[src/rtl/dsl_pkg.sv]
package dsl_pkg;
    typedef enum logic [1:0] {
        ST_HUNT = 2'd0,
        ST_PRE  = 2'd1,
        ST_SYNC = 2'd2
    } dsl_state_e;

    typedef enum logic [1:0] {
        STEP_HOLD = 2'd0,
        STEP_UP   = 2'd1,
        STEP_DOWN = 2'd2
    } dsl_step_e;
endpackage

[src/rtl/dsl_thr_floor.sv]
module dsl_thr_floor #(
    parameter int TW = 4
) (
    input  logic [TW-1:0] thr_raw,
    output logic [TW-1:0] thr_eff
);
    localparam logic [TW-1:0] ONE = TW'(1);

    // a zero threshold would fire on the reset value of the counter: floor it at one
    always_comb begin
        thr_eff = (thr_raw == '0) ? ONE : thr_raw;
    end

    always_comb begin
        a_r10_floor_nonzero: assert (thr_eff != '0);
    end
endmodule

[src/rtl/dsl_conf_step.sv]
module dsl_conf_step #(
    parameter int CW = 4
) (
    input  logic [CW-1:0]    cnt,
    input  dsl_pkg::dsl_step_e op,
    output logic [CW-1:0]    nxt,
    output logic             nxt_zero
);
    import dsl_pkg::*;
    localparam logic [CW-1:0] CMAX = {CW{1'b1}};

    // counter saturates at both ends
    always_comb begin
        unique case (op)
            STEP_UP:   nxt = (cnt == CMAX) ? CMAX : cnt + 1'b1;
            STEP_DOWN: nxt = (cnt == '0) ? '0 : cnt - 1'b1;
            default:   nxt = cnt;
        endcase
        nxt_zero = (nxt == '0);
    end
endmodule

[src/rtl/dsl_lock_ctrl.sv]
module dsl_lock_ctrl #(
    parameter int TW = 4
) (
    input  logic          clk,
    input  logic          rst_n,
    input  logic          tc_aligned,
    input  logic          tc_stb,
    input  logic          frame_stb,
    input  logic          cmp_ok,
    input  logic [TW-1:0] enter_thr,
    input  logic [TW-1:0] exit_thr,
    output logic          seed_load,
    output logic          locked,
    output logic          far_req
);
    import dsl_pkg::*;

    localparam int CW = TW;
    localparam int NTHR = 2;

    typedef struct packed {
        dsl_state_e    st;
        logic [CW-1:0] cnt;
        logic          load;
    } dsl_regs_t;

    dsl_regs_t r_d, r_q;

    logic [NTHR-1:0][TW-1:0] thr_raw;
    logic [NTHR-1:0][TW-1:0] thr_eff;
    logic [CW-1:0] step_val;
    logic          step_zero;
    dsl_step_e     step_op;
    logic          pre_cmp;
    logic          sync_cmp;

    assign thr_raw[0] = enter_thr;
    assign thr_raw[1] = exit_thr;

    for (genvar gi = 0; gi < NTHR; gi++) begin : g_thr
        dsl_thr_floor #(.TW(TW)) u_floor (
            .thr_raw (thr_raw[gi]),
            .thr_eff (thr_eff[gi])
        );
    end

    // which strobes count depends on the phase
    always_comb begin
        pre_cmp  = (r_q.st == ST_PRE) && tc_stb;
        sync_cmp = (r_q.st == ST_SYNC) && tc_stb && frame_stb;
        if (pre_cmp)
            step_op = cmp_ok ? STEP_UP : STEP_DOWN;
        else if (sync_cmp)
            step_op = cmp_ok ? STEP_DOWN : STEP_UP;
        else
            step_op = STEP_HOLD;
    end

    dsl_conf_step #(.CW(CW)) u_step (
        .cnt      (r_q.cnt),
        .op       (step_op),
        .nxt      (step_val),
        .nxt_zero (step_zero)
    );

    always_comb begin
        r_d      = r_q;
        r_d.load = 1'b0;
        unique case (r_q.st)
            ST_HUNT: begin
                if (tc_aligned) begin
                    r_d.st   = ST_PRE;
                    r_d.cnt  = CW'(1);
                    r_d.load = 1'b1;
                end
            end
            ST_PRE: begin
                if (pre_cmp) begin
                    if (step_zero) begin
                        r_d.st  = ST_HUNT;
                        r_d.cnt = '0;
                    end else if (step_val >= thr_eff[0]) begin
                        r_d.st  = ST_SYNC;
                        r_d.cnt = '0;
                    end else begin
                        r_d.cnt = step_val;
                    end
                end
            end
            ST_SYNC: begin
                if (sync_cmp) begin
                    if (step_val >= thr_eff[1]) begin
                        r_d.st  = ST_HUNT;
                        r_d.cnt = '0;
                    end else begin
                        r_d.cnt = step_val;
                    end
                end
            end
            default: begin
                r_d.st  = ST_HUNT;
                r_d.cnt = '0;
            end
        endcase
        if (!tc_aligned) begin
            r_d.st   = ST_HUNT;
            r_d.cnt  = '0;
            r_d.load = 1'b0;
        end
    end

    always_ff @(posedge clk) begin
        if (!rst_n) begin
            r_q.st   <= ST_HUNT;
            r_q.cnt  <= '0;
            r_q.load <= 1'b0;
        end else begin
            r_q <= r_d;
        end
    end

    assign seed_load = r_q.load;
    assign locked    = (r_q.st == ST_SYNC);
    assign far_req   = (r_q.st != ST_SYNC);

    a_r7_align_loss: assert property (@(posedge clk) disable iff (!rst_n)
        !tc_aligned |=> (r_q.st == ST_HUNT) && !locked);

    a_r2_load_follows_hunt: assert property (@(posedge clk) disable iff (!rst_n)
        (r_q.st == ST_HUNT && tc_aligned) |=> seed_load && (r_q.st == ST_PRE) && (r_q.cnt == CW'(1)));

    a_r2_load_single: assert property (@(posedge clk) disable iff (!rst_n)
        seed_load |=> !seed_load);

    a_r3_pre_hold: assert property (@(posedge clk) disable iff (!rst_n)
        (r_q.st == ST_PRE && tc_aligned && !tc_stb) |=> (r_q.st == ST_PRE) && $stable(r_q.cnt));

    a_r3_pre_up: assert property (@(posedge clk) disable iff (!rst_n)
        (r_q.st == ST_PRE && tc_aligned && tc_stb && cmp_ok) |=>
            (r_q.st == ST_SYNC) || (r_q.cnt == $past(r_q.cnt) + 1'b1));

    a_r4_lock_from_pre: assert property (@(posedge clk) disable iff (!rst_n)
        $rose(locked) |-> ($past(r_q.st) == ST_PRE) && $past(tc_stb) && (r_q.cnt == '0));

    a_r5_sync_idle: assert property (@(posedge clk) disable iff (!rst_n)
        (r_q.st == ST_SYNC && tc_aligned && !(tc_stb && frame_stb)) |=> locked && $stable(r_q.cnt));

    a_r6_unlock_cause: assert property (@(posedge clk) disable iff (!rst_n)
        $fell(locked) |-> !$past(tc_aligned) || ($past(tc_stb) && $past(frame_stb) && !$past(cmp_ok)));

    a_r9_req_inverse: assert property (@(posedge clk) disable iff (!rst_n)
        far_req != locked);
endmodule

[config.mk]
export PLATFORM = sky130hd
export DESIGN_NAME = dsl_lock_ctrl
export DESIGN_NICKNAME = d
export VERILOG_FILES = /design/src/rtl/dsl_pkg.sv /design/src/rtl/dsl_thr_floor.sv /design/src/rtl/dsl_conf_step.sv /design/src/rtl/dsl_lock_ctrl.sv
export SDC_FILE = /design/constraint.sdc
export NUM_CORES = 1
export LEC_CHECK = 0
export CAP_MARGIN = 20
export CORE_ASPECT_RATIO = 0.8
export CORE_MARGIN = 2
export CORE_UTILIZATION = 50
export CTS_CLUSTER_SIZE = 40
export DETAILED_ROUTE_END_ITERATION = 16
export GPL_ROUTABILITY_DRIVEN = 0
export PLACE_DENSITY = 0.77
export SETUP_SLACK_MARGIN = 0.3
export SLEW_MARGIN = 30
export SYNTH_ARGS = -nofsm -noshare
export SYNTH_HDL_FRONTEND = slang
export SYNTH_SLANG_ARGS = --single-unit
[constraint.sdc]
create_clock -name clk -period 6.5 [get_ports clk]
set_input_delay 0.975 -clock clk [delete_from_list [all_inputs] [get_ports clk]]
set_output_delay 0.975 -clock clk [all_outputs]
set_load 0.02 [all_outputs]
==> results of run 1 <==
where the power goes:
part	switching [mW]	total [mW]	leakage, nW	internal, mW
clock	0.0176	0.0411	0.0150	0.0235
combinational	0.0185	0.0380	0.382	0.0195
sequential	0.00231	0.0467	0.0571	0.0444
total	0.0384	0.126	0.454	0.0874
metal layers:
metal  vias up  share of wire [%]  track usage, %
met5         -                  0               0
met4         0               0.57            6.84
met3         2                6.5            1.08
met2        39                 47            31.4
met1       397                 46            26.9
li1        435                  -               -
worst reg2reg max path, cell delays in order (launching register included):
cell and delay (ns):
sky130_fd_sc_hd__dfxtp_1 0.44, sky130_fd_sc_hd__nand2b_2 0.22, sky130_fd_sc_hd__inv_2 0.07, sky130_fd_sc_hd__nand3_1 0.08, sky130_fd_sc_hd__o21ai_0 0.08, sky130_fd_sc_hd__and2_1 0.17
sky130_fd_sc_hd__inv_1 0.06, sky130_fd_sc_hd__ha_1 0.26, sky130_fd_sc_hd__and4_2 0.27, sky130_fd_sc_hd__nor3_1 0.05, sky130_fd_sc_hd__a211oi_2 0.35, sky130_fd_sc_hd__inv_1 0.12
sky130_fd_sc_hd__ha_1 0.30, sky130_fd_sc_hd__nand2b_1 0.14, sky130_fd_sc_hd__a21oi_1 0.20, sky130_fd_sc_hd__nor2_1 0.06, sky130_fd_sc_hd__o211a_1 0.24, sky130_fd_sc_hd__or4_1 0.47
sky130_fd_sc_hd__o21ai_1 0.14
per-stage QoR:
stage / worst slack, ns / cell area [um^2] / std cells / power (mW) / util, %
detailed placement: 1.95 / 1060 / 143 / 0.0855 / 64.0
CTS: 2.19 / 1090 / 147 / 0.126 / 65.6
floorplan: 2.80 / 897 / 107 / 0.0707 / -
finish: 2.18 / 1090 / 147 / 0.126 / 65.6
global route: 1.96 / 1090 / 147 / 0.133 / 65.6
global placement: 2.10 / 1060 / 143 / 0.0843 / 64.0
synth_stat cells, types with 2 or more instances:
library cell / number
sky130_fd_sc_hd__a211oi_2: 2
sky130_fd_sc_hd__a21oi_1: 5
sky130_fd_sc_hd__a22o_1: 3
sky130_fd_sc_hd__and2_1: 2
sky130_fd_sc_hd__buf_6: 2
sky130_fd_sc_hd__dfxtp_1: 7
sky130_fd_sc_hd__ha_1: 11
sky130_fd_sc_hd__inv_1: 12
sky130_fd_sc_hd__nand2_1: 10
sky130_fd_sc_hd__nand2b_1: 3
sky130_fd_sc_hd__nand2b_2: 2
sky130_fd_sc_hd__nand3_1: 3
sky130_fd_sc_hd__nor2_1: 4
sky130_fd_sc_hd__nor3_1: 7
sky130_fd_sc_hd__o21ai_0: 3
sky130_fd_sc_hd__o2bb2ai_2: 2
sky130_fd_sc_hd__or2_2: 2
kinds of logic (layout without fill, tap and decap cells):
| kind of cell | count (synthesis) | count (layout) | synth area share (%) |
|---|---|---|---|
| AO/OA/AOI/OAI | 28 | 28 | 28.6 |
| AND/OR/NAND/NOR | 45 | 45 | 31.4 |
| adder cells (fa/ha/maj) | 11 | 11 | 15.3 |
| buffers and inverters | 15 | 33 | 7.95 |
| flip-flops | 7 | 7 | 15.6 |
| multiplexers | 1 | 1 | 1.12 |
registers in the layout, indices dropped and copies added (netlist names):
name,cells
r_q,6
seed_load,1
worst paths after layout:
check,start,slack [ns],cells after the start,endpoint
worst max-delay path,cmp_ok,2.18,16,r_q[5]$_SDFFE_PN0P_
worst min-delay path,r_q[6]$_SDFFE_PN0P_,0.53,1,seed_load$_SDFF_PN0_
worst max register to register,r_q[5]$_SDFFE_PN0P_,2.70,18,r_q[5]$_SDFFE_PN0P_
worst min register to register,r_q[6]$_SDFFE_PN0P_,0.53,1,seed_load$_SDFF_PN0_
area by class of cell:
cell class              instances  area (um^2)  area share (%)
multi-input cells              85          686            63.0
repair buffers                 16          160            14.7
well taps                      22         27.5            2.53
inverters                      13         48.8            4.48
clock buffers                   4         26.3            2.41
flip-flops and latches          7          140            12.9
==> metrics, run 1 <==
run status=finished, final reports clean; share of flip-flops with an asynchronous set or reset after synthesis=0%; Final Hold Vio Count=0; final global-route overflow total=0; number of DRC violations after detailed-routing iteration 0=20; relative slew slack=75.2%; flop and latch count out of synthesis=7; horizontal die dimension=51.4 um; Gate Count Post-Synth=107; cts hold-fix bufs=0; most used cells in the layout excluding fill and tap cells=sky130_fd_sc_hd__clkdlybuf4s50_1, sky130_fd_sc_hd__inv_1, sky130_fd_sc_hd__ha_1, sky130_fd_sc_hd__nand2_1; slowest stage cell, crit path=sky130_fd_sc_hd__clkdlybuf4s50_1; distinct cell type count of the synthesized netlist=44; number of antenna violations at the first check in global routing=0; WL final=1930 um; cell types with the largest area share after synthesis=sky130_fd_sc_hd__dfxtp_1, sky130_fd_sc_hd__ha_1, sky130_fd_sc_hd__inv_1; cell type with the highest aggregate area in the netlist=sky130_fd_sc_hd__dfxtp_1; die area=0.00215 mm^2; effective utilization at floorplan=54.1%; post-DR vias/cell=5.94; depth of the CTS H-tree=1; count of input and output buffers=16; post-synthesis cell area=897 um^2; Finish-stage setup viols=0; maximum number of pins on one net before global-route repair=11; maximum fanout along the worst path=5; relative area change from synthesis to final layout=21.3%; RSZ-0062 raised after global routing=no; ordered cell list for the critical path=clkdlybuf4s50_1 > mux2i_1 > nand2_1 > inv_1 > ha_1 > and4_2 > nor3_1 > a211oi_2 > inv_1 > ha_1 > nand2b_1 > a21oi_1 > nor2_1 > o211a_1 > or4_1 > o21ai_1; classification of the worst-slack hold path=reg -> reg; Net count, final=151; setup TNS=0 ns; worst hold slack=0.534 ns; leak pwr=0.454 nW; number of warnings reported in the yosys synthesis log=0; number of enable-type register cells in the synthesized netlist=0; post-cts resize count=0; Power Dens Cells=116 mW/mm^2; later-pin clock latency in the skew report=0.26 ns; wire per inst=13.1 um; total routing resource utilization after global routing=19.3%; # rows=13; layout cell share with drive strength beyond 1=18.4%; data required time at the worst endpoint=6.68 ns; Period minus WS final=4.32 ns; cts bufs inserted=3; arrival time worst endpoint=4.50 ns; number of clock sinks=7; vias after detailed routing=873; measured slew at the worst slew-check pin=0.373 ns; share of the clock period used by the worst path=66.5%; final antenna diode count=0; clock tree from TritonCTS=yes; sequential cell area fraction in the yosys report=15.6%; vias in the first global route=784; Syn Nets=132; post-synth top area share=15.6%; Crit. End Element=flip-flop; Antenna Violating Nets Remaining=0; Worst Path Class, Setup=in -> reg; worst stage delay on the critical path=0.52 ns; VDD IR max=0.0000575 V; average cell area after synthesis=8.38 um^2; Clock Tree Buf Depth=2; first-pass GRT wire length=3260 um; Worst Clk Skew=0.00949 ns; most common cell after layout, fill and taps aside=sky130_fd_sc_hd__clkdlybuf4s50_1; number of slew-limit violations in the final report=0; maximum clock rate=231 MHz; number of search-and-repair iterations in the first detailed-routing pass=5; root buffer selected by CTS=sky130_fd_sc_hd__clkbuf_4; Die Ht=41.9 um; max-cap violations=0; I/O pins=17; core region area=0.00166 mm^2; post-CTS setup buffers=0; buffer and inverter count on the worst path=3; Layout fillers=151; clock-pin slew on the worst setup and hold paths=0.06 ns; type of origin of the critical path=input pin; most used flip-flop cell after synthesis=sky130_fd_sc_hd__dfxtp_1; remaining design rule violation count=0; DP Wirelength=1510 um; critical path's top delay family=simple AND/OR/NAND/NOR gates
Power figures use the tool's default switching activity.
==> inputs of run 2 (changes only) <==
clock period = 4 ns   (was 6.5 ns; I/O delays follow)
==> metrics, run 2 (synthesized netlist as in run 1, its figures left out) <==
Worst Clk Skew=0.00370 ns (was 0.00949 ns); clock-pin slew on the worst setup and hold paths=0.05 ns (was 0.06 ns); # rows=13 (unchanged); Top reg by flops=r_q (unchanged); later-pin clock latency in the skew report=0.25 ns (was 0.26 ns); arrival time worst endpoint=3.67 ns (was 4.50 ns); worst stage delay on the critical path=0.51 ns (was 0.52 ns); number of clock sinks=7 (unchanged); cts hold-fix bufs=0 (unchanged); WL final=1910 um (was 1930 um); relative slew slack=75.9% (was 75.2%); post-DR vias/cell=5.84 (was 5.94); most used cells in the layout excluding fill and tap cells=sky130_fd_sc_hd__clkdlybuf4s50_1, sky130_fd_sc_hd__inv_1, sky130_fd_sc_hd__nand2_1, sky130_fd_sc_hd__ha_1 (was sky130_fd_sc_hd__clkdlybuf4s50_1, sky130_fd_sc_hd__inv_1, sky130_fd_sc_hd__ha_1, sky130_fd_sc_hd__nand2_1); buffer and inverter count on the worst path=2 (was 3); Crit. End Element=flip-flop (unchanged); Seq pwr share=37.1% (about the same); worst hold slack=0.558 ns (was 0.534 ns); horizontal die dimension=51.4 um (unchanged); NetSw=0.0604 mW (was 0.0384 mW); effective utilization at floorplan=54.1% (unchanged); I/O pins=17 (unchanged); Die Ht=41.9 um (unchanged); Layout fillers=137 (was 151); Net count, final=154 (was 151); root buffer selected by CTS=sky130_fd_sc_hd__clkbuf_4 (unchanged); maximum fanout along the worst path=9 (was 5); leak pwr=0.481 nW (was 0.454 nW); Sw Share=29.5% (was 30.5%); most common cell after layout, fill and taps aside=sky130_fd_sc_hd__clkdlybuf4s50_1 (unchanged); wire per inst=12.7 um (was 13.1 um); vias in the first global route=799 (was 784); classification of the worst-slack hold path=reg -> reg (unchanged); Final Hold Vio Count=0 (unchanged); measured slew at the worst slew-check pin=0.361 ns (was 0.373 ns); max-cap violations=0 (unchanged); clock tree from TritonCTS=yes (unchanged); power share of the clock group=31.3% (was 32.7%); number of search-and-repair iterations in the first detailed-routing pass=4 (was 5); total power of the final layout=0.204 mW (was 0.126 mW); count of input and output buffers=16 (unchanged); vias after detailed routing=876 (was 873); share of the clock period used by the worst path=87.2%; Clock Tree Buf Depth=2 (unchanged); final global-route overflow total=0 (unchanged); maximum number of pins on one net before global-route repair=11 (unchanged); total routing resource utilization after global routing=20.2% (was 19.3%); RSZ-0062 raised after global routing=no (unchanged); depth of the CTS H-tree=1 (unchanged); run status=finished, final reports clean (unchanged); core region area=0.00166 mm^2 (unchanged); final antenna diode count=0 (unchanged); setup TNS=0 ns (unchanged); Antenna Violating Nets Remaining=0 (unchanged); Finish-stage setup viols=0 (unchanged); combinational share of power=31.6% (was 30.2%); first-pass GRT wire length=3400 um (was 3260 um); number of DRC violations after detailed-routing iteration 0=21 (was 20); number of antenna violations at the first check in global routing=0 (unchanged); remaining design rule violation count=0 (unchanged); type of origin of the critical path=input pin (unchanged); total internal power=0.144 mW (was 0.0874 mW); Period minus WS final=3.49 ns; number of slew-limit violations in the final report=0 (unchanged); Worst Path Class, Setup=in -> reg (unchanged); Power Dens Cells=182 mW/mm^2 (was 116 mW/mm^2); die area=0.00215 mm^2 (unchanged); critical path's top delay family=simple AND/OR/NAND/NOR gates (unchanged); layout cell share with drive strength beyond 1=22.7% (was 18.4%); cts bufs inserted=3 (unchanged); data required time at the worst endpoint=4.18 ns (was 6.68 ns); DP Wirelength=1580 um (was 1510 um); slowest stage cell, crit path=sky130_fd_sc_hd__clkdlybuf4s50_1 (unchanged); maximum clock rate=287 MHz; relative area change from synthesis to final layout=25.4% (was 21.3%); VDD IR max=0.0000976 V (was 0.0000575 V); ordered cell list for the critical path=clkdlybuf4s50_1 > mux2i_1 > nand2_1 > ha_2 > nor3_1 > a211oi_2 > inv_1 > ha_1 > nand2b_1 > a21oi_2 > nor2_1 > o211a_1 > or4_1 > o21ai_2 (was clkdlybuf4s50_1 > mux2i_1 > nand2_1 > inv_1 > ha_1 > and4_2 > nor3_1 > a211oi_2 > inv_1 > ha_1 > nand2b_1 > a21oi_1 > nor2_1 > o211a_1 > or4_1 > o21ai_1); number of flip-flops under the largest register name=6 (unchanged)
[run 2: repair_timing]
action	in CTS	in global routing
gates resized for setup	0	5
buffers inserted	0	0
setup endpoints to repair	0	6
[run 2: final timing paths]
path	start	to	slack, ns	cells past startpoint
max	cmp_ok	r_q[5]$_SDFFE_PN0P_	0.51	14
min	r_q[6]$_SDFFE_PN0P_	seed_load$_SDFF_PN0_	0.56	1
max reg2reg	r_q[5]$_SDFFE_PN0P_	r_q[5]$_SDFFE_PN0P_	0.63	16
min reg2reg	r_q[6]$_SDFFE_PN0P_	seed_load$_SDFF_PN0_	0.56	1
[run 2: routing by layer]
layer	global-route usage, %	vias up	share of wire, %
li1	-	444	-
met1	27.5	401	47
met2	34.3	29	47
met3	3.24	2	5.2
met4	3.16	0	0.42
met5	0	-	0
[run 2: power groups by stage]
stage	Combinational (mW)	Clock, mW	Sequential (mW)
floorplan	0.0377	0	0.0772
global placement	0.0617	0	0.0770
detailed placement	0.0633	0	0.0773
CTS	0.0636	0.0630	0.0759
global route	0.0718	0.0703	0.0763
finish	0.0646	0.0641	0.0758
[run 2: final cells by class]
cell class	count	area, um^2	share of cell area, %
clock buffer	4	26.3	2.34
inverter	13	48.8	4.34
multi-input combinational	85	697	62.0
sequential	7	140	12.5
tap	22	27.5	2.45
timing repair buffer	19	185	16.5
[run 2: per-stage QoR]
stage	worst slack (ns)	cells	area (um^2)	utilization, %
5_1_grt	0.310	150	1120	67.8
2_1_floorplan	0.494	107	897	-
6_report	0.512	150	1120	67.8
4_1_cts	0.317	150	1110	67.0
3_3_place_gp	0.231	146	1080	65.4
3_5_place_dp	0.0799	146	1080	65.4
